`src/rtl/bitbr_pkg.sv`:
```
package bitbr_pkg;

    localparam int XLEN      = 64;
    localparam int ILEN      = 32;
    localparam int RIDX_W    = 5;
    localparam int OFF_W     = 16;
    localparam int BITPOS_W  = $clog2(XLEN);
    localparam int NUM_OPC   = 4;

    // Fixed bits of the opcode family: [31:30]=11, [27:26]=10
    localparam logic [1:0] OPC_HI = 2'b11;
    localparam logic [1:0] OPC_LO = 2'b10;

    typedef struct packed {
        logic             vld;
        logic             hit;
        logic             taken;
        logic             exc;
        logic [XLEN-1:0]  target;
        logic             dslot;
    } bitbr_state_t;

endpackage

```
`src/rtl/bitbr_decode.sv`:
```
module bitbr_decode
    import bitbr_pkg::*;
#(
    parameter int IW   = ILEN,
    parameter int RW   = RIDX_W,
    parameter int OW   = OFF_W,
    parameter int PW   = BITPOS_W
) (
    input  logic [IW-1:0] insn_i,
    output logic          hit_o,
    output logic          pol_o,
    output logic [PW-1:0] bitpos_o,
    output logic [RW-1:0] rs_o,
    output logic [OW-1:0] off_o
);

    logic [NUM_OPC-1:0] match;

    // One comparator per family member: index bit 1 is polarity, bit 0 is the upper-half select
    for (genvar i = 0; i < NUM_OPC; i++) begin : g_opc
        localparam logic [1:0] SEL = 2'(i);
        assign match[i] = (insn_i[31:26] == {OPC_HI, SEL[1], SEL[0], OPC_LO});
    end

    assign hit_o    = |match;
    assign pol_o    = insn_i[29];
    assign bitpos_o = PW'({insn_i[28], insn_i[20:16]});
    assign rs_o     = insn_i[25:21];
    assign off_o    = insn_i[OW-1:0];

endmodule

```
`src/rtl/bitbr_bittest.sv`:
```
module bitbr_bittest
    import bitbr_pkg::*;
#(
    parameter int DW = XLEN,
    parameter int PW = BITPOS_W
) (
    input  logic [DW-1:0] data_i,
    input  logic [PW-1:0] pos_i,
    input  logic          pol_i,
    output logic          cond_o
);

    logic sel_bit;

    assign sel_bit = data_i[pos_i];
    assign cond_o  = (sel_bit == pol_i);

endmodule

```
`src/rtl/bitbr_target.sv`:
```
module bitbr_target
    import bitbr_pkg::*;
#(
    parameter int AW = XLEN,
    parameter int OW = OFF_W
) (
    input  logic [AW-1:0] pc_i,
    input  logic [OW-1:0] off_i,
    output logic [AW-1:0] target_o
);

    localparam int EXT_W = AW - OW - 2;

    logic [AW-1:0] disp;

    assign disp     = {{EXT_W{off_i[OW-1]}}, off_i, 2'b00};
    assign target_o = pc_i + AW'(4) + disp;

endmodule

```
`src/rtl/bitbr_unit.sv`:
```
module bitbr_unit
    import bitbr_pkg::*;
#(
    parameter int DW = XLEN,
    parameter int IW = ILEN,
    parameter int RW = RIDX_W
) (
    input  logic          clk_i,
    input  logic          rst_ni,
    input  logic          in_valid_i,
    input  logic [IW-1:0] insn_i,
    input  logic [DW-1:0] pc_i,
    output logic [RW-1:0] rf_idx_o,
    input  logic [DW-1:0] rf_data_i,
    output logic          out_valid_o,
    output logic          hit_o,
    output logic          taken_o,
    output logic [DW-1:0] target_o,
    output logic          rsvd_exc_o,
    output logic          dslot_o
);

    localparam int PW = $clog2(DW);

    logic          dec_hit;
    logic          dec_pol;
    logic [PW-1:0] dec_pos;
    logic [OFF_W-1:0] dec_off;
    logic          cond;
    logic [DW-1:0] tgt;

    bitbr_state_t st_d, st_q;

    bitbr_decode #(.IW(IW), .RW(RW), .OW(OFF_W), .PW(PW)) u_dec (
        .insn_i   (insn_i),
        .hit_o    (dec_hit),
        .pol_o    (dec_pol),
        .bitpos_o (dec_pos),
        .rs_o     (rf_idx_o),
        .off_o    (dec_off)
    );

    bitbr_bittest #(.DW(DW), .PW(PW)) u_test (
        .data_i (rf_data_i),
        .pos_i  (dec_pos),
        .pol_i  (dec_pol),
        .cond_o (cond)
    );

    bitbr_target #(.AW(DW), .OW(OFF_W)) u_tgt (
        .pc_i     (pc_i),
        .off_i    (dec_off),
        .target_o (tgt)
    );

    always_comb begin
        st_d        = '0;
        st_d.dslot  = st_q.dslot;
        st_d.vld    = in_valid_i;
        if (in_valid_i) begin
            st_d.hit   = dec_hit;
            // Any accepted word ends a pending delay slot
            st_d.dslot = 1'b0;
            if (dec_hit) begin
                if (st_q.dslot) begin
                    st_d.exc = 1'b1;
                end else begin
                    st_d.taken  = cond;
                    st_d.target = tgt;
                    st_d.dslot  = 1'b1;
                end
            end
        end
    end

    always_ff @(posedge clk_i) begin
        if (!rst_ni) begin
            st_q <= '0;
        end else begin
            st_q <= st_d;
        end
    end

    assign out_valid_o = st_q.vld;
    assign hit_o       = st_q.hit;
    assign taken_o     = st_q.taken;
    assign target_o    = st_q.target;
    assign rsvd_exc_o  = st_q.exc;
    assign dslot_o     = st_q.dslot;

endmodule

```
`config.mk`:
```
export PLATFORM = sky130hd
export DESIGN_NAME = bitbr_unit
export DESIGN_NICKNAME = d
export VERILOG_FILES = /design/src/rtl/bitbr_pkg.sv /design/src/rtl/bitbr_decode.sv /design/src/rtl/bitbr_bittest.sv /design/src/rtl/bitbr_target.sv /design/src/rtl/bitbr_unit.sv
export SDC_FILE = /design/constraint.sdc
export NUM_CORES = 1
export LEC_CHECK = 0
export BUFFER_PORTS_ARGS = -buffer_cell sky130_fd_sc_hd__buf_4
export CORE_MARGIN = 2
export CORE_UTILIZATION = 36
export CTS_BUF_LIST = sky130_fd_sc_hd__clkbuf_4 sky130_fd_sc_hd__clkbuf_8
export DETAILED_ROUTE_END_ITERATION = 8
export GPL_TIMING_DRIVEN = 0
export PLACE_DENSITY = 0.69
export SETUP_SLACK_MARGIN = 0.02
export SLEW_MARGIN = 15
export SYNTH_ARGS = -nofsm -noshare
export SYNTH_HDL_FRONTEND = slang
export SYNTH_SLANG_ARGS = --single-unit
```
`constraint.sdc`:
```
create_clock -name clk_i -period 5 [get_ports clk_i]
set_clock_uncertainty 0.05 [all_clocks]
set_input_delay 0.25 -clock clk_i [delete_from_list [all_inputs] [get_ports clk_i]]
set_output_delay 0.25 -clock clk_i [all_outputs]
set_load 0.05 [all_outputs]
```
* Word-level counts from Yosys, hierarchy flattened *
Index checks and enable logic that the tools add are counted.

storage, ports and cells
  logic and storage cells = 26
  register bits after elaboration = 69

cells by class
  reductions and logical operators = 4
  equal/unequal tests = 5
  order comparisons = 1
  add/sub/neg operators = 2
  bitwise logic cells = 3
  muxes and demuxes = 5

operator list
  cell                                                 number
  adder 64 x 3 -> 64 bit (second input constant)       1
  adder 64 bit                                         1
  equality test 6 bit (second input constant)          4
  OR reduction 4 bit                                   2
  < comparator 6 x 7 -> 1 bit (second input constant)  1
  binary-select mux 1 bit (select 6 bit)               1
  two-way mux 1 bit                                    4
  NOT 1 bit                                            3
  AND reduction 3 bit                                  1
  AND reduction 2 bit                                  1
  equality test 1 bit                                  1

* Depth between registers and ports, before layout *
Gate-level depths: netlist of run 1.

  depth in word-level cells = 4
  depth in mapped cells = 14
  depth with buffers taken out = 14

* Hierarchy *
Synthesis of run 1 repeated with hierarchy kept, for this count alone.

second synthesis, totals
  cells, all modules = 866
  area total of the unflattened synthesis = 7253.2 um^2

by module, submodules not included
  module         instances  cells each  area each (um^2)
  bitbr_target   1          611         4439.3
  bitbr_unit     1          147         1910.6
  bitbr_bittest  1          79          683.2
  bitbr_decode   1          29          220.2

* Worst setup path before layout of run 1 *
Ideal clock, no wire load.

  kind = in2reg
  start = in insn_i[1]
  end = reg st_q, in the netlist target_o[63]
  required time = 4.827 ns
  arrival = 2.936 ns
  stages = 12
  library setup time = 0.123 ns
  path slack = 1.890 ns
  path buffers = 0
  cell sequence = ha_1 > ha_1 > fa_1 > a211oi_1 > nor2_1 > a311oi_2 > o22ai_1 > nor3b_2 > a31o_2 > a2111oi_2 > or3_1 > nand3_1

on the way
  longest elaborated chain between the ends = 1

RTL lines
  item                    RTL line            RTL
  start: declaration      bitbr_unit.sv:11    input logic [IW-1:0] insn_i,
  adder 64 bit            bitbr_target.sv:17  assign target_o = pc_i + AW'(4) + disp;
  end signal: assignment  bitbr_unit.sv:80    st_q <= st_d;
  end: declaration        bitbr_unit.sv:32    bitbr_state_t st_d, st_q;

Every way passes these cells.
A chain may end at the register's enable or synchronous reset.

* Worst setup path after layout of run 1 *
  start = in insn_i[15]
  end = reg st_q, in the netlist target_o[59]

Same word-level chain as after synthesis.

==> results of run 1 <==
[metrics by stage]
stage,cells,util (%)
finish,1257,49.4
global route,1257,49.4
CTS,1257,49.4
detailed placement,1241,48.0
global placement,1241,48.0
floorplan,783,-
[path summary, 6_finish.rpt]
path | start | to | slack (ns) | cells after the start
setup / recovery | insn_i[15] | target_o[59] | 1.33 | 13
setup reg to reg | dslot_o | target_o[40] | 2.76 | 5
hold / removal | pc_i[0] | target_o[0] | 0.04 | 2
hold reg to reg | dslot_o | dslot_o | 0.48 | 2
[power by group through the flow]
stage                     clock, mW  combinational, mW  sequential, mW
after floorplan                   0              0.580           0.589
after global placement            0              0.851           0.569
after detailed placement          0              0.860           0.569
after CTS                     0.593              0.865           0.556
after global routing          0.616              0.966           0.557
final                         0.579              0.866           0.556
[sequential cells by signal, summed over array words and instances, names as in the netlist]
| signal | flops |
|---|---|
| out_valid_o | 1 |
| hit_o | 1 |
| taken_o | 1 |
| dslot_o | 1 |
| target_o | 64 |
| rsvd_exc_o | 1 |
[logic make-up (layout without fill, tap and decap cells)]
family,after synthesis,count (layout),share of synthesized area [%]
buf+inv,53,298,3.63
mux,24,24,8.18
flops,69,69,20.8
fa+ha+maj,122,122,23.1
xor+xnor,48,48,6.32
simple gates,248,248,17.3
compound gates,219,219,20.7
[cell type report]
class                           count  area (um^2)  share of cell area, %
Clock inverter                      6          111                   1.25
Multi-Input combinational cell    661         5030                   56.5
Sequential cell                    69         1380                   15.5
Buffer                             33          166                   1.87
Tap cell                          229          287                   3.22
Clock buffer                       10          131                   1.48
Inverter                           20         75.1                  0.844
Timing Repair Buffer              229         1720                   19.3
[worst max-delay path, cell delays in order]
cell                       delay, ns
sky130_fd_sc_hd__buf_4          0.47
sky130_fd_sc_hd__ha_1           0.34
sky130_fd_sc_hd__ha_1           0.27
sky130_fd_sc_hd__buf_2          0.17
sky130_fd_sc_hd__nand4_1        0.12
sky130_fd_sc_hd__nor3_1         0.56
sky130_fd_sc_hd__nand3_1        0.17
sky130_fd_sc_hd__o221ai_2       0.34
sky130_fd_sc_hd__o211ai_1       0.23
sky130_fd_sc_hd__a211oi_2       0.40
sky130_fd_sc_hd__o211ai_1       0.16
sky130_fd_sc_hd__nand3_1        0.10
sky130_fd_sc_hd__nor3b_1        0.28
[per-layer routing]
| layer | part of all wire, % | wire, um | track usage (%) | vias up |
|---|---|---|---|---|
| met5 | 0 | 0 | 0 | - |
| li1 | - | - | - | 3366 |
| met2 | 50 | 10400 | 37.8 | 251 |
| met1 | 40 | 8200 | 24.0 | 3082 |
| met3 | 6.7 | 1390 | 4.24 | 32 |
| met4 | 2.9 | 607 | 7.68 | 0 |
[cells in the final DEF (no fill, tap or decap), types with 21 or more instances in the layout]
master and n:
sky130_fd_sc_hd__dfxtp_1 69, sky130_fd_sc_hd__xnor2_1 25, sky130_fd_sc_hd__nor2_1 83, sky130_fd_sc_hd__a21oi_1 85, sky130_fd_sc_hd__xor2_1 23, sky130_fd_sc_hd__nand2_1 69
sky130_fd_sc_hd__o21ai_0 42, sky130_fd_sc_hd__clkbuf_1 21, sky130_fd_sc_hd__a21o_1 30, sky130_fd_sc_hd__buf_4 234, sky130_fd_sc_hd__ha_1 121
==> report_table.html, run 1 <==
<table>
<tr><th>Metric</th><th>Value</th></tr>
<tr><th colspan="2">CTS</th></tr>
<tr><td>Post-CTS setup buffer count</td><td>0</td></tr>
<tr><td>Max Root-Sink Buffers</td><td>2</td></tr>
<tr><td>TritonCTS clock tree</td><td>built</td></tr>
<tr><td>Hold-fix buffers, CTS</td><td>0</td></tr>
<tr><td>CTS root buffer</td><td>sky130_fd_sc_hd__clkbuf_8</td></tr>
<tr><td>Insertion delay of the later-clocked pin in the worst-skew pair</td><td>0.37 ns</td></tr>
<tr><td>Number of CTS-inserted buffers</td><td>9</td></tr>
<tr><td>Clock transition at the registers of the reported paths</td><td>0.07 ns</td></tr>
<tr><td>Number of gates given a new drive strength after cts</td><td>0</td></tr>
<tr><td>H-tree depth</td><td>3</td></tr>
<tr><td>CTS sink cnt</td><td>69</td></tr>
<tr><th colspan="2">Logic synthesis</th></tr>
<tr><td>Count of state elements after synthesis</td><td>69</td></tr>
<tr><td>Count of yosys warnings during synthesis</td><td>0</td></tr>
<tr><td>Syn Area/Cell</td><td>8.49 um^2</td></tr>
<tr><td>Main area contributors after synthesis</td><td>sky130_fd_sc_hd__ha_1 (23%), sky130_fd_sc_hd__dfxtp_1 (21%), sky130_fd_sc_hd__a21oi_1 (6.4%), sky130_fd_sc_hd__nor2_1 (4.7%), sky130_fd_sc_hd__mux4_1 (4.3%)</td></tr>
<tr><td>Most instantiated flip-flop cell in the synthesis netlist</td><td>sky130_fd_sc_hd__dfxtp_1</td></tr>
<tr><td>Proportion of register bits with asynchronous set or reset after synthesis</td><td>0%</td></tr>
<tr><td>Proportion of synthesized chip area in sequential cells</td><td>20.8%</td></tr>
<tr><td>Netlist Area Pre-Place</td><td>0.00665 mm^2</td></tr>
<tr><td>Largest area contributor in the synthesized netlist</td><td>sky130_fd_sc_hd__ha_1</td></tr>
<tr><td>Post-Syn Nets</td><td>1,068</td></tr>
<tr><td>Cell count after synthesis</td><td>783</td></tr>
<tr><td>Number of enable-type register cells in the synthesized netlist</td><td>0</td></tr>
<tr><td>Most frequent cells after synthesis</td><td>sky130_fd_sc_hd__ha_1 (121), sky130_fd_sc_hd__a21oi_1 (85), sky130_fd_sc_hd__nor2_1 (83)</td></tr>
<tr><td>Cell with the most instances after synthesis</td><td>sky130_fd_sc_hd__ha_1</td></tr>
<tr><td>Synth top area share</td><td>22.8%</td></tr>
<tr><td>Distinct cell type count of the synthesized netlist</td><td>64</td></tr>
<tr><th colspan="2">Timing</th></tr>
<tr><td>RSZ-0062 raised after global routing</td><td>false</td></tr>
<tr><td>Fin crit share</td><td>73.5%</td></tr>
<tr><td>Worst hold slack</td><td>0.0362 ns</td></tr>
<tr><td>Setup slack of the critical path after layout</td><td>1.33 ns</td></tr>
<tr><td>Pin slew with the least headroom to its limit</td><td>0.699 ns</td></tr>
<tr><td>Worst relative slew slack</td><td>53.4%</td></tr>
<tr><td>Tmin final</td><td>3.67 ns</td></tr>
<tr><td>Number of pins with negative max-slew slack in the final report</td><td>0</td></tr>
<tr><td>Highest attainable clock frequency</td><td>0.272 GHz</td></tr>
<tr><td>Setup tns final</td><td>0 ns</td></tr>
<tr><td>Final hold violation count</td><td>0</td></tr>
<tr><td>Final setup violating endpoints</td><td>0</td></tr>
<tr><th colspan="2">Place</th></tr>
<tr><td>Count of input and output buffers</td><td>229</td></tr>
<tr><td>Setup slack at placement</td><td>1.01 ns</td></tr>
<tr><td>Final weighted congestion in routability-driven placement</td><td>0.952</td></tr>
<tr><td>Sum of net half-perimeters after detailed placement</td><td>17.3 mm</td></tr>
<tr><td>Placed Instance Area</td><td>0.00866 mm^2</td></tr>
<tr><th colspan="2">Job</th></tr>
<tr><td>Max-cap check violation count</td><td>0</td></tr>
<tr><th colspan="2">Routing</th></tr>
<tr><td>Total Routed Length</td><td>20.6 mm</td></tr>
<tr><td>DRC errors left</td><td>0</td></tr>
<tr><td>1st-pass router iterations</td><td>5</td></tr>
<tr><td>Antenna-violating nets left</td><td>0</td></tr>
<tr><td>Average wire per cell in the routed design</td><td>16.4 um</td></tr>
<tr><td>Routed vias/inst</td><td>5.35</td></tr>
<tr><td>Iter 0 DRT Violations</td><td>268</td></tr>
<tr><td>Number of vias after detailed routing</td><td>6,731</td></tr>
<tr><th colspan="2">Floorplanning</th></tr>
<tr><td>Horizontal extent of the die</td><td>140 um</td></tr>
<tr><td>DIE HEIGHT</td><td>140 um</td></tr>
<tr><td>Area of the core region</td><td>0.0180 mm^2</td></tr>
<tr><td>I/O pin count</td><td>237</td></tr>
<tr><td>Die area</td><td>0.0196 mm^2</td></tr>
<tr><td>Starting density of the core</td><td>36.9%</td></tr>
<tr><td>Placement row count</td><td>49</td></tr>
<tr><th colspan="2">Cells and area</th></tr>
<tr><td>Net count of the finished layout</td><td>1,308</td></tr>
<tr><td>Post-synthesis to final-layout area growth</td><td>33.8%</td></tr>
<tr><td>Post-route design area</td><td>0.00890 mm^2</td></tr>
<tr><td>Fraction of final layout cells sized beyond drive strength 1</td><td>27.0%</td></tr>
<tr><td>Diodes inserted</td><td>0</td></tr>
<tr><td>Layout filler cell count</td><td>1,805</td></tr>
<tr><th colspan="2">Power and ir drop</th></tr>
<tr><td>Int Power</td><td>1.27 mW</td></tr>
<tr><td>Switching component of the power</td><td>726 uW</td></tr>
<tr><td>Reg power frac</td><td>27.8%</td></tr>
<tr><td>Clock power frac</td><td>28.9%</td></tr>
<tr><td>Proportion of power drawn by combinational gates</td><td>43.3%</td></tr>
<tr><td>Largest voltage drop on the vdd net</td><td>0.000173 V</td></tr>
<tr><td>Power per Cell Area</td><td>225 mW/mm^2</td></tr>
<tr><td>Share of total power consumed by net switching</td><td>36.3%</td></tr>
<tr><td>Leak Pwr</td><td>4.32 nW</td></tr>
<tr><td>Total power of the final layout</td><td>2.00 mW</td></tr>
<tr><th colspan="2">Critical path</th></tr>
<tr><td>Worst setup SP type</td><td>input pin</td></tr>
<tr><td>Highest net fanout along the worst path</td><td>47</td></tr>
<tr><td>Arrival time worst endpoint</td><td>3.88 ns</td></tr>
<tr><td>Data required time of the worst path</td><td>5.20 ns</td></tr>
<tr><td>Crit Path Category</td><td>in2reg</td></tr>
<tr><td>Nature of the critical path endpoint</td><td>flip-flop</td></tr>
<tr><th colspan="2">GRT</th></tr>
<tr><td>Wire length of the first global-routing pass</td><td>32.4 mm</td></tr>
<tr><td>Initial antenna violation count</td><td>0</td></tr>
<tr><td>Via count of the first global-routing pass</td><td>6,724</td></tr>
<tr><td>Residual overflow from global routing</td><td>0</td></tr>
<tr><td>Pin count of the biggest net entering global routing</td><td>48</td></tr>
<tr><td>Global-route usage over all layers</td><td>20.8%</td></tr>
<tr><th colspan="2">Min path</th></tr>
<tr><td>Path type of the worst min-delay path</td><td>in2reg</td></tr>
<tr><th colspan="2">Run status</th></tr>
<tr><td>Result of the run</td><td>completed</td></tr>
</table>
(Power assumes the default switching activity.)
==> run 2: changes to the inputs <==
PLACE_DENSITY = 0.71   (was 0.69)
clock period = 3.3 ns   (was 5 ns; I/O delays follow)
==> report_table.html, run 2 (synthesis results as in run 1) <==
<table>
<tr><th>Metric</th><th>Value</th></tr>
<tr><th colspan="2">Run status</th></tr>
<tr><td>Result of the run</td><td>completed</td></tr>
<tr><th colspan="2">Job</th></tr>
<tr><td>Max-cap check violation count</td><td>0 (unchanged)</td></tr>
<tr><th colspan="2">Floorplanning</th></tr>
<tr><td>DIE HEIGHT</td><td>140 um (unchanged)</td></tr>
<tr><td>Horizontal extent of the die</td><td>140 um (unchanged)</td></tr>
<tr><td>Area of the core region</td><td>0.0180 mm^2 (unchanged)</td></tr>
<tr><td>I/O pin count</td><td>237 (unchanged)</td></tr>
<tr><td>Die area</td><td>0.0196 mm^2 (unchanged)</td></tr>
<tr><td>Placement row count</td><td>49 (unchanged)</td></tr>
<tr><td>Starting density of the core</td><td>36.9% (unchanged)</td></tr>
<tr><th colspan="2">Power and ir drop</th></tr>
<tr><td>Clock power frac</td><td>24.9% (-4.0 points)</td></tr>
<tr><td>Proportion of power drawn by combinational gates</td><td>46.0% (+2.7 points)</td></tr>
<tr><td>Int Power</td><td>1.79 mW (+40%)</td></tr>
<tr><td>Largest voltage drop on the vdd net</td><td>0.000191 V (+10%)</td></tr>
<tr><td>Leak Pwr</td><td>4.34 nW (+0.52%)</td></tr>
<tr><td>Power per Cell Area</td><td>323 mW/mm^2 (+44%)</td></tr>
<tr><td>Total power of the final layout</td><td>2.90 mW (+45%)</td></tr>
<tr><td>Switching component of the power</td><td>1.11 mW (+53%)</td></tr>
<tr><td>Share of total power consumed by net switching</td><td>38.4% (+2.1 points)</td></tr>
<tr><td>Reg power frac</td><td>29.1% (+1.3 points)</td></tr>
<tr><th colspan="2">Timing</th></tr>
<tr><td>Final hold violation count</td><td>0 (unchanged)</td></tr>
<tr><td>Tmin final</td><td>3.19 ns</td></tr>
<tr><td>Highest attainable clock frequency</td><td>0.314 GHz</td></tr>
<tr><td>Fin crit share</td><td>96.6%</td></tr>
<tr><td>Number of pins with negative max-slew slack in the final report</td><td>0 (unchanged)</td></tr>
<tr><td>Pin slew with the least headroom to its limit</td><td>0.646 ns (-0.0532 ns)</td></tr>
<tr><td>Worst relative slew slack</td><td>57.0% (+3.5 points)</td></tr>
<tr><td>RSZ-0062 raised after global routing</td><td>false</td></tr>
<tr><td>Setup tns final</td><td>0 ns (unchanged)</td></tr>
<tr><td>Final setup violating endpoints</td><td>0 (unchanged)</td></tr>
<tr><td>Setup slack of the critical path after layout</td><td>0.113 ns (-1.21 ns)</td></tr>
<tr><th colspan="2">Routing</th></tr>
<tr><td>Average wire per cell in the routed design</td><td>16.3 um (-0.42%)</td></tr>
<tr><td>Total Routed Length</td><td>20.6 mm (+0.14%)</td></tr>
<tr><td>Iter 0 DRT Violations</td><td>260 (-3.0%)</td></tr>
<tr><td>1st-pass router iterations</td><td>5 (unchanged)</td></tr>
<tr><td>DRC errors left</td><td>0 (unchanged)</td></tr>
<tr><td>Antenna-violating nets left</td><td>0 (unchanged)</td></tr>
<tr><td>Routed vias/inst</td><td>5.30 (-1.1%)</td></tr>
<tr><td>Number of vias after detailed routing</td><td>6,696 (-0.52%)</td></tr>
<tr><th colspan="2">CTS</th></tr>
<tr><td>Insertion delay of the later-clocked pin in the worst-skew pair</td><td>0.36 ns (about the same)</td></tr>
<tr><td>Max Root-Sink Buffers</td><td>2 (unchanged)</td></tr>
<tr><td>Number of CTS-inserted buffers</td><td>9 (unchanged)</td></tr>
<tr><td>CTS root buffer</td><td>sky130_fd_sc_hd__clkbuf_8</td></tr>
<tr><td>H-tree depth</td><td>3 (unchanged)</td></tr>
<tr><td>CTS sink cnt</td><td>69 (unchanged)</td></tr>
<tr><td>Clock transition at the registers of the reported paths</td><td>0.08 ns (about the same)</td></tr>
<tr><td>TritonCTS clock tree</td><td>built</td></tr>
<tr><th colspan="2">Critical path</th></tr>
<tr><td>Data required time of the worst path</td><td>3.51 ns (-1.69 ns)</td></tr>
<tr><td>Arrival time worst endpoint</td><td>3.40 ns (-0.48 ns)</td></tr>
<tr><td>Nature of the critical path endpoint</td><td>flip-flop</td></tr>
<tr><td>Crit Path Category</td><td>in2reg</td></tr>
<tr><td>Worst reg2reg path depth</td><td>5 (unchanged)</td></tr>
<tr><td>Cell breakdown of the critical path</td><td>buf_4, ha_1, ha_1, fa_1, a211oi_1, nor2_1, a311oi_4, o22ai_2, nor3b_2, a31o_2, a2111oi_2, or3_1, nand3_1</td></tr>
<tr><td>Slowest Stage Delay on Critical Path</td><td>0.46 ns (-0.10 ns)</td></tr>
<tr><td>Capturing point of the worst reg2reg path</td><td>target_o[45]</td></tr>
<tr><td>Worst setup SP type</td><td>input pin</td></tr>
<tr><td>Worst reg-to-reg setup slack</td><td>1.19 ns (-1.57 ns)</td></tr>
<tr><td>CP max-delay cell</td><td>sky130_fd_sc_hd__a311oi_4</td></tr>
<tr><td>Highest net fanout along the worst path</td><td>4 (-91%)</td></tr>
<tr><td>Reg2reg start</td><td>dslot_o</td></tr>
<tr><td>Most frequent cell on the critical path</td><td>sky130_fd_sc_hd__ha_1</td></tr>
<tr><th colspan="2">Cells and area</th></tr>
<tr><td>Diodes inserted</td><td>0 (unchanged)</td></tr>
<tr><td>Fraction of final layout cells sized beyond drive strength 1</td><td>27.4% (+0.40 points)</td></tr>
<tr><td>Net count of the finished layout</td><td>1,315 (+0.54%)</td></tr>
<tr><td>Non-filler instance count after layout</td><td>1,264 (+0.56%)</td></tr>
<tr><td>Most common cell after layout, fill and taps aside</td><td>sky130_fd_sc_hd__buf_4</td></tr>
<tr><td>Post-synthesis to final-layout area growth</td><td>35.0%</td></tr>
<tr><td>Most used cells in the layout excluding fill and tap cells</td><td>sky130_fd_sc_hd__buf_4 (234), sky130_fd_sc_hd__ha_1 (121), sky130_fd_sc_hd__a21oi_1 (85), sky130_fd_sc_hd__nor2_1 (83)</td></tr>
<tr><td>Max FFs per register</td><td>64 (unchanged)</td></tr>
<tr><td>Layout filler cell count</td><td>1,808 (+0.17%)</td></tr>
<tr><th colspan="2">GRT</th></tr>
<tr><td>Pin count of the biggest net entering global routing</td><td>48 (unchanged)</td></tr>
<tr><td>Wire length of the first global-routing pass</td><td>32.2 mm (-0.83%)</td></tr>
<tr><td>Initial antenna violation count</td><td>0 (unchanged)</td></tr>
<tr><td>Via count of the first global-routing pass</td><td>6,621 (-1.5%)</td></tr>
<tr><td>Global-route usage over all layers</td><td>20.6% (-0.17 points)</td></tr>
<tr><td>Residual overflow from global routing</td><td>0 (unchanged)</td></tr>
<tr><th colspan="2">Min path</th></tr>
<tr><td>Hold Path Cell Cnt</td><td>2 (unchanged)</td></tr>
<tr><td>Launch instance of the worst min-delay path</td><td>in_valid_i</td></tr>
<tr><td>Path type of the worst min-delay path</td><td>in2reg</td></tr>
<tr><td>Hold Path End</td><td>out_valid_o</td></tr>
<tr><th colspan="2">Place</th></tr>
<tr><td>Setup slack at placement</td><td>-0.612 ns (-1.62 ns)</td></tr>
<tr><td>Count of input and output buffers</td><td>229 (unchanged)</td></tr>
<tr><td>Final weighted congestion in routability-driven placement</td><td>0.923 (-3.0%)</td></tr>
<tr><td>Sum of net half-perimeters after detailed placement</td><td>17.1 mm (-1.2%)</td></tr>
<tr><td>Placed insts</td><td>1,241 (unchanged)</td></tr>
</table>
-- run 2: cell types whose count changed in the layout (fill, tap and decap cells not counted), moves of 2 or more --
cell	change
sky130_fd_sc_hd__o22ai_1	-2
sky130_fd_sc_hd__dlygate4sd3_1	+6
sky130_fd_sc_hd__o22ai_2	+2
sky130_fd_sc_hd__bufinv_16	-2
-- run 2: layer usage --
metal | routed length (um) | track usage, % | up-vias
met2 | 10400 | 37.8 | 220
met3 | 1210 | 4.14 | 31
met5 | 0 | 0 | -
met1 | 8400 | 23.6 | 3052
li1 | - | - | 3393
met4 | 570 | 7.42 | 0
-- run 2: through the flow --
step,util (%),hold WS (ns),cell area [um^2]
floorplan,-,0.217,6650
global placement,48.0,0.320,8660
detailed placement,48.0,0.322,8660
CTS,49.5,0.00280,8920
global route,49.8,0.0337,8970
finish,49.8,0.0184,8970
-- run 2: power groups by stage --
stage	Clock (mW)	Sequential, mW	Combinational (mW)
floorplan	0	0.892	0.878
global placement	0	0.863	1.29
detailed placement	0	0.863	1.30
CTS	0.746	0.843	1.31
global route	0.781	0.844	1.48
finish	0.723	0.843	1.33
-- run 2: critical path: cells and delay by family --
family	cells	cell delay [ns]
buffers and inverters	1	0.11
AO/OA/AOI/OAI	5	1.58
adder cells (fa/ha/maj)	3	0.94
AND/OR/NAND/NOR	4	0.60
-- run 2: layout make-up --
type	instances	area (um^2)	area share [%]
repair buffers	236	1800	20.0
clock buffers	10	131	1.46
inverters	20	75.1	0.836
multi-input cells	661	5070	56.5
clock inverters	6	63.8	0.711
plain buffers	33	166	1.85
flip-flops and latches	69	1380	15.4
well taps	229	287	3.19
-- run 2: timing repair --
item | CTS | global route
resized for setup | 3 | 9
setup endpoints to repair | 6 | 12
setup buffers | 0 | 1
gates cloned | 0 | 0
hold buffers | 6 | 0
pin swaps | 0 | 1
endpoints found under the hold margin | 5 | 0
-- run 2: worst max path at each step --
stage | from | endpoint | slack, ns | depth (start not counted)
after detailed placement | insn_i[15] | target_o[59] | -0.61 | 13
final | insn_i[1] | target_o[63] | 0.11 | 13
after floorplan | insn_i[1] | target_o[63] | 0.28 | 12
after CTS | insn_i[1] | target_o[63] | 0.04 | 13
after global placement | insn_i[15] | target_o[59] | -0.54 | 13
after global routing | insn_i[1] | target_o[63] | 0.005 | 13
==> run 3: changes to the inputs <==
CORE_ASPECT_RATIO = 0.5   (was not set)
RECOVER_POWER = 25   (was not set)
SETUP_SLACK_MARGIN = not set   (was 0.02)
==> report_table.html, run 3 (synthesis results as in run 1) <==
<table>
<tr><th>Metric</th><th>Value</th></tr>
<tr><th colspan="2">Floorplanning</th></tr>
<tr><td>Die area</td><td>0.0196 mm^2 (+0.33%)</td></tr>
<tr><td>DIE HEIGHT</td><td>100 um (-28%)</td></tr>
<tr><td>Placement row count</td><td>35 (-29%)</td></tr>
<tr><td>Starting density of the core</td><td>36.4% (-0.48 points)</td></tr>
<tr><td>Horizontal extent of the die</td><td>196 um (+40%)</td></tr>
<tr><td>Area of the core region</td><td>0.0183 mm^2 (+1.3%)</td></tr>
<tr><td>I/O pin count</td><td>237 (unchanged)</td></tr>
<tr><th colspan="2">GRT</th></tr>
<tr><td>Pin count of the biggest net entering global routing</td><td>48 (unchanged)</td></tr>
<tr><td>Via count of the first global-routing pass</td><td>6,585 (-0.54%)</td></tr>
<tr><td>Initial antenna violation count</td><td>0 (unchanged)</td></tr>
<tr><td>Wire length of the first global-routing pass</td><td>32.0 mm (-0.60%)</td></tr>
<tr><td>Residual overflow from global routing</td><td>0 (unchanged)</td></tr>
<tr><td>Global-route usage over all layers</td><td>20.2% (-0.39 points)</td></tr>
<tr><th colspan="2">Routing</th></tr>
<tr><td>Average wire per cell in the routed design</td><td>15.8 um (-2.9%)</td></tr>
<tr><td>DRC errors left</td><td>0 (unchanged)</td></tr>
<tr><td>Iter 0 DRT Violations</td><td>350 (+35%)</td></tr>
<tr><td>1st-pass router iterations</td><td>4 (-1)</td></tr>
<tr><td>Number of vias after detailed routing</td><td>6,777 (+1.2%)</td></tr>
<tr><td>Routed vias/inst</td><td>5.32 (+0.34%)</td></tr>
<tr><td>Antenna-violating nets left</td><td>0 (unchanged)</td></tr>
<tr><td>Total Routed Length</td><td>20.2 mm (-2.1%)</td></tr>
<tr><th colspan="2">Cells and area</th></tr>
<tr><td>Layout filler cell count</td><td>1,784 (-1.3%)</td></tr>
<tr><td>Non-filler instance count after layout</td><td>1,275 (+0.87%)</td></tr>
<tr><td>Storage cell area</td><td>0.00138 mm^2 (unchanged)</td></tr>
<tr><td>Fraction of final layout cells sized beyond drive strength 1</td><td>24.3% (-3.1 points)</td></tr>
<tr><td>Net count of the finished layout</td><td>1,315 (unchanged)</td></tr>
<tr><td>Most used cells in the layout excluding fill and tap cells</td><td>sky130_fd_sc_hd__buf_4 (200), sky130_fd_sc_hd__ha_1 (121), sky130_fd_sc_hd__a21oi_1 (85), sky130_fd_sc_hd__nor2_1 (82)</td></tr>
<tr><td>Diodes inserted</td><td>0 (unchanged)</td></tr>
<tr><td>Area of the multi-input gates</td><td>0.00509 mm^2 (+0.42%)</td></tr>
<tr><td>Post-synthesis to final-layout area growth</td><td>33.6%</td></tr>
<tr><td>Max FFs per register</td><td>64 (unchanged)</td></tr>
<tr><td>Most common cell after layout, fill and taps aside</td><td>sky130_fd_sc_hd__buf_4</td></tr>
<tr><th colspan="2">Timing</th></tr>
<tr><td>Tmin final</td><td>3.09 ns (-0.0997 ns)</td></tr>
<tr><td>Worst relative slew slack</td><td>47.2% (-9.7 points)</td></tr>
<tr><td>Setup slack of the critical path after layout</td><td>0.213 ns (+0.0997 ns)</td></tr>
<tr><td>Final setup violating endpoints</td><td>0 (unchanged)</td></tr>
<tr><td>Fin crit share</td><td>93.5% (-3.0 points)</td></tr>
<tr><td>Worst hold slack</td><td>0.0225 ns (+0.00413 ns)</td></tr>
<tr><td>Number of pins with negative max-slew slack in the final report</td><td>0 (unchanged)</td></tr>
<tr><td>RSZ-0062 raised after global routing</td><td>false</td></tr>
<tr><td>Setup tns final</td><td>0 ns (unchanged)</td></tr>
<tr><td>Pin slew with the least headroom to its limit</td><td>0.792 ns (+0.146 ns)</td></tr>
<tr><td>Final hold violation count</td><td>0 (unchanged)</td></tr>
<tr><td>Highest attainable clock frequency</td><td>0.324 GHz (+3.2%)</td></tr>
<tr><th colspan="2">Critical path</th></tr>
<tr><td>Highest net fanout along the worst path</td><td>47 (+43)</td></tr>
<tr><td>Nature of the critical path endpoint</td><td>flip-flop</td></tr>
<tr><td>Crit Path Category</td><td>in2reg</td></tr>
<tr><td>Data required time of the worst path</td><td>3.49 ns (-0.02 ns)</td></tr>
<tr><td>Worst setup SP type</td><td>input pin</td></tr>
<tr><td>Arrival time worst endpoint</td><td>3.28 ns (-0.12 ns)</td></tr>
<tr><th colspan="2">CTS</th></tr>
<tr><td>TritonCTS clock tree</td><td>built</td></tr>
<tr><td>CTS sink cnt</td><td>69 (unchanged)</td></tr>
<tr><td>Clock transition at the registers of the reported paths</td><td>0.08 ns (about the same)</td></tr>
<tr><td>Insertion delay of the later-clocked pin in the worst-skew pair</td><td>0.35 ns (about the same)</td></tr>
<tr><td>Number of CTS-inserted buffers</td><td>9 (unchanged)</td></tr>
<tr><td>H-tree depth</td><td>3 (unchanged)</td></tr>
<tr><td>Max Root-Sink Buffers</td><td>2 (unchanged)</td></tr>
<tr><td>CTS root buffer</td><td>sky130_fd_sc_hd__clkbuf_8</td></tr>
<tr><th colspan="2">Place</th></tr>
<tr><td>Placed insts</td><td>1,252 (+0.89%)</td></tr>
<tr><td>Final weighted congestion in routability-driven placement</td><td>0.877 (-5.0%)</td></tr>
<tr><td>Sum of net half-perimeters after detailed placement</td><td>16.9 mm (-1.2%)</td></tr>
<tr><td>Count of input and output buffers</td><td>229 (unchanged)</td></tr>
<tr><td>Setup slack at placement</td><td>-0.701 ns (-0.0893 ns)</td></tr>
<tr><th colspan="2">Run status</th></tr>
<tr><td>Result of the run</td><td>completed</td></tr>
<tr><th colspan="2">Min path</th></tr>
<tr><td>Path type of the worst min-delay path</td><td>in2reg</td></tr>
<tr><th colspan="2">Job</th></tr>
<tr><td>Max-cap check violation count</td><td>0 (unchanged)</td></tr>
<tr><th colspan="2">Power and ir drop</th></tr>
<tr><td>Largest voltage drop on the vdd net</td><td>0.000211 V (+10%)</td></tr>
<tr><td>Power per Cell Area</td><td>328 mW/mm^2 (+1.6%)</td></tr>
<tr><td>Leak Pwr</td><td>4.21 nW (-3.0%)</td></tr>
</table>
-- run 3: critical path, stage by stage --
cell and delay (ns):
sky130_fd_sc_hd__buf_8 0.28, sky130_fd_sc_hd__ha_1 0.30, sky130_fd_sc_hd__ha_1 0.28, sky130_fd_sc_hd__buf_2 0.17
sky130_fd_sc_hd__nand4_1 0.19, sky130_fd_sc_hd__nor3_4 0.34, sky130_fd_sc_hd__nand3_1 0.18, sky130_fd_sc_hd__o221ai_4 0.28
sky130_fd_sc_hd__o211ai_1 0.18, sky130_fd_sc_hd__a211oi_2 0.21, sky130_fd_sc_hd__buf_4 0.18, sky130_fd_sc_hd__o211ai_1 0.10
sky130_fd_sc_hd__nand3_1 0.10, sky130_fd_sc_hd__nor3b_1 0.31
-- run 3: report_power, final --
group          leakage [nW]  total (mW)  switching, mW  internal (mW)
clock                0.0991       0.747          0.372          0.375
sequential            0.557       0.843        0.00248          0.840
combinational          3.55        1.33          0.742          0.587
-- run 3: layout make-up --
class	instances	area share, %
Buffer	33	1.87
Inverter	20	0.845
Timing Repair Buffer	236	18.7
Clock inverter	6	0.803
Tap cell	240	3.38
Multi-Input combinational cell	661	57.3
Clock buffer	10	1.55
Sequential cell	69	15.5
-- run 3: routing by layer --
metal  vias up  track usage, %  share of wire (%)
li1       3387               -                  -
met5         -               0                  0
met4         0            5.07                1.7
met1      3153            26.0                 45
met2       209            35.6                 48
met3        28            3.39                4.7
-- run 3: what timing repair did --
action                                 CTS  global route
setup endpoints to repair                6             8
gates resized for setup                  3            13
endpoints found under the hold margin    4             0
buffers inserted                         0             2
pin swaps                                0             2
hold buffers                             5             0
-- run 3: final timing paths --
check	from	end	slack, ns	cells past startpoint
hold reg to reg	dslot_o	rsvd_exc_o	0.50	1
hold / removal	insn_i[29]	taken_o	0.02	3
setup / recovery	insn_i[15]	target_o[59]	0.21	14
setup reg to reg	dslot_o	target_o[37]	0.93	5
-- run 3: through the flow --
stage | power (mW) | util, % | cell area [um^2]
6_report | 2.92 | 48.7 | 8880
5_1_grt | 3.13 | 48.7 | 8880
4_1_cts | 2.92 | 48.9 | 8940
3_5_place_dp | 2.16 | 47.5 | 8670
3_3_place_gp | 2.14 | 47.5 | 8670
2_1_floorplan | 1.77 | - | 6650
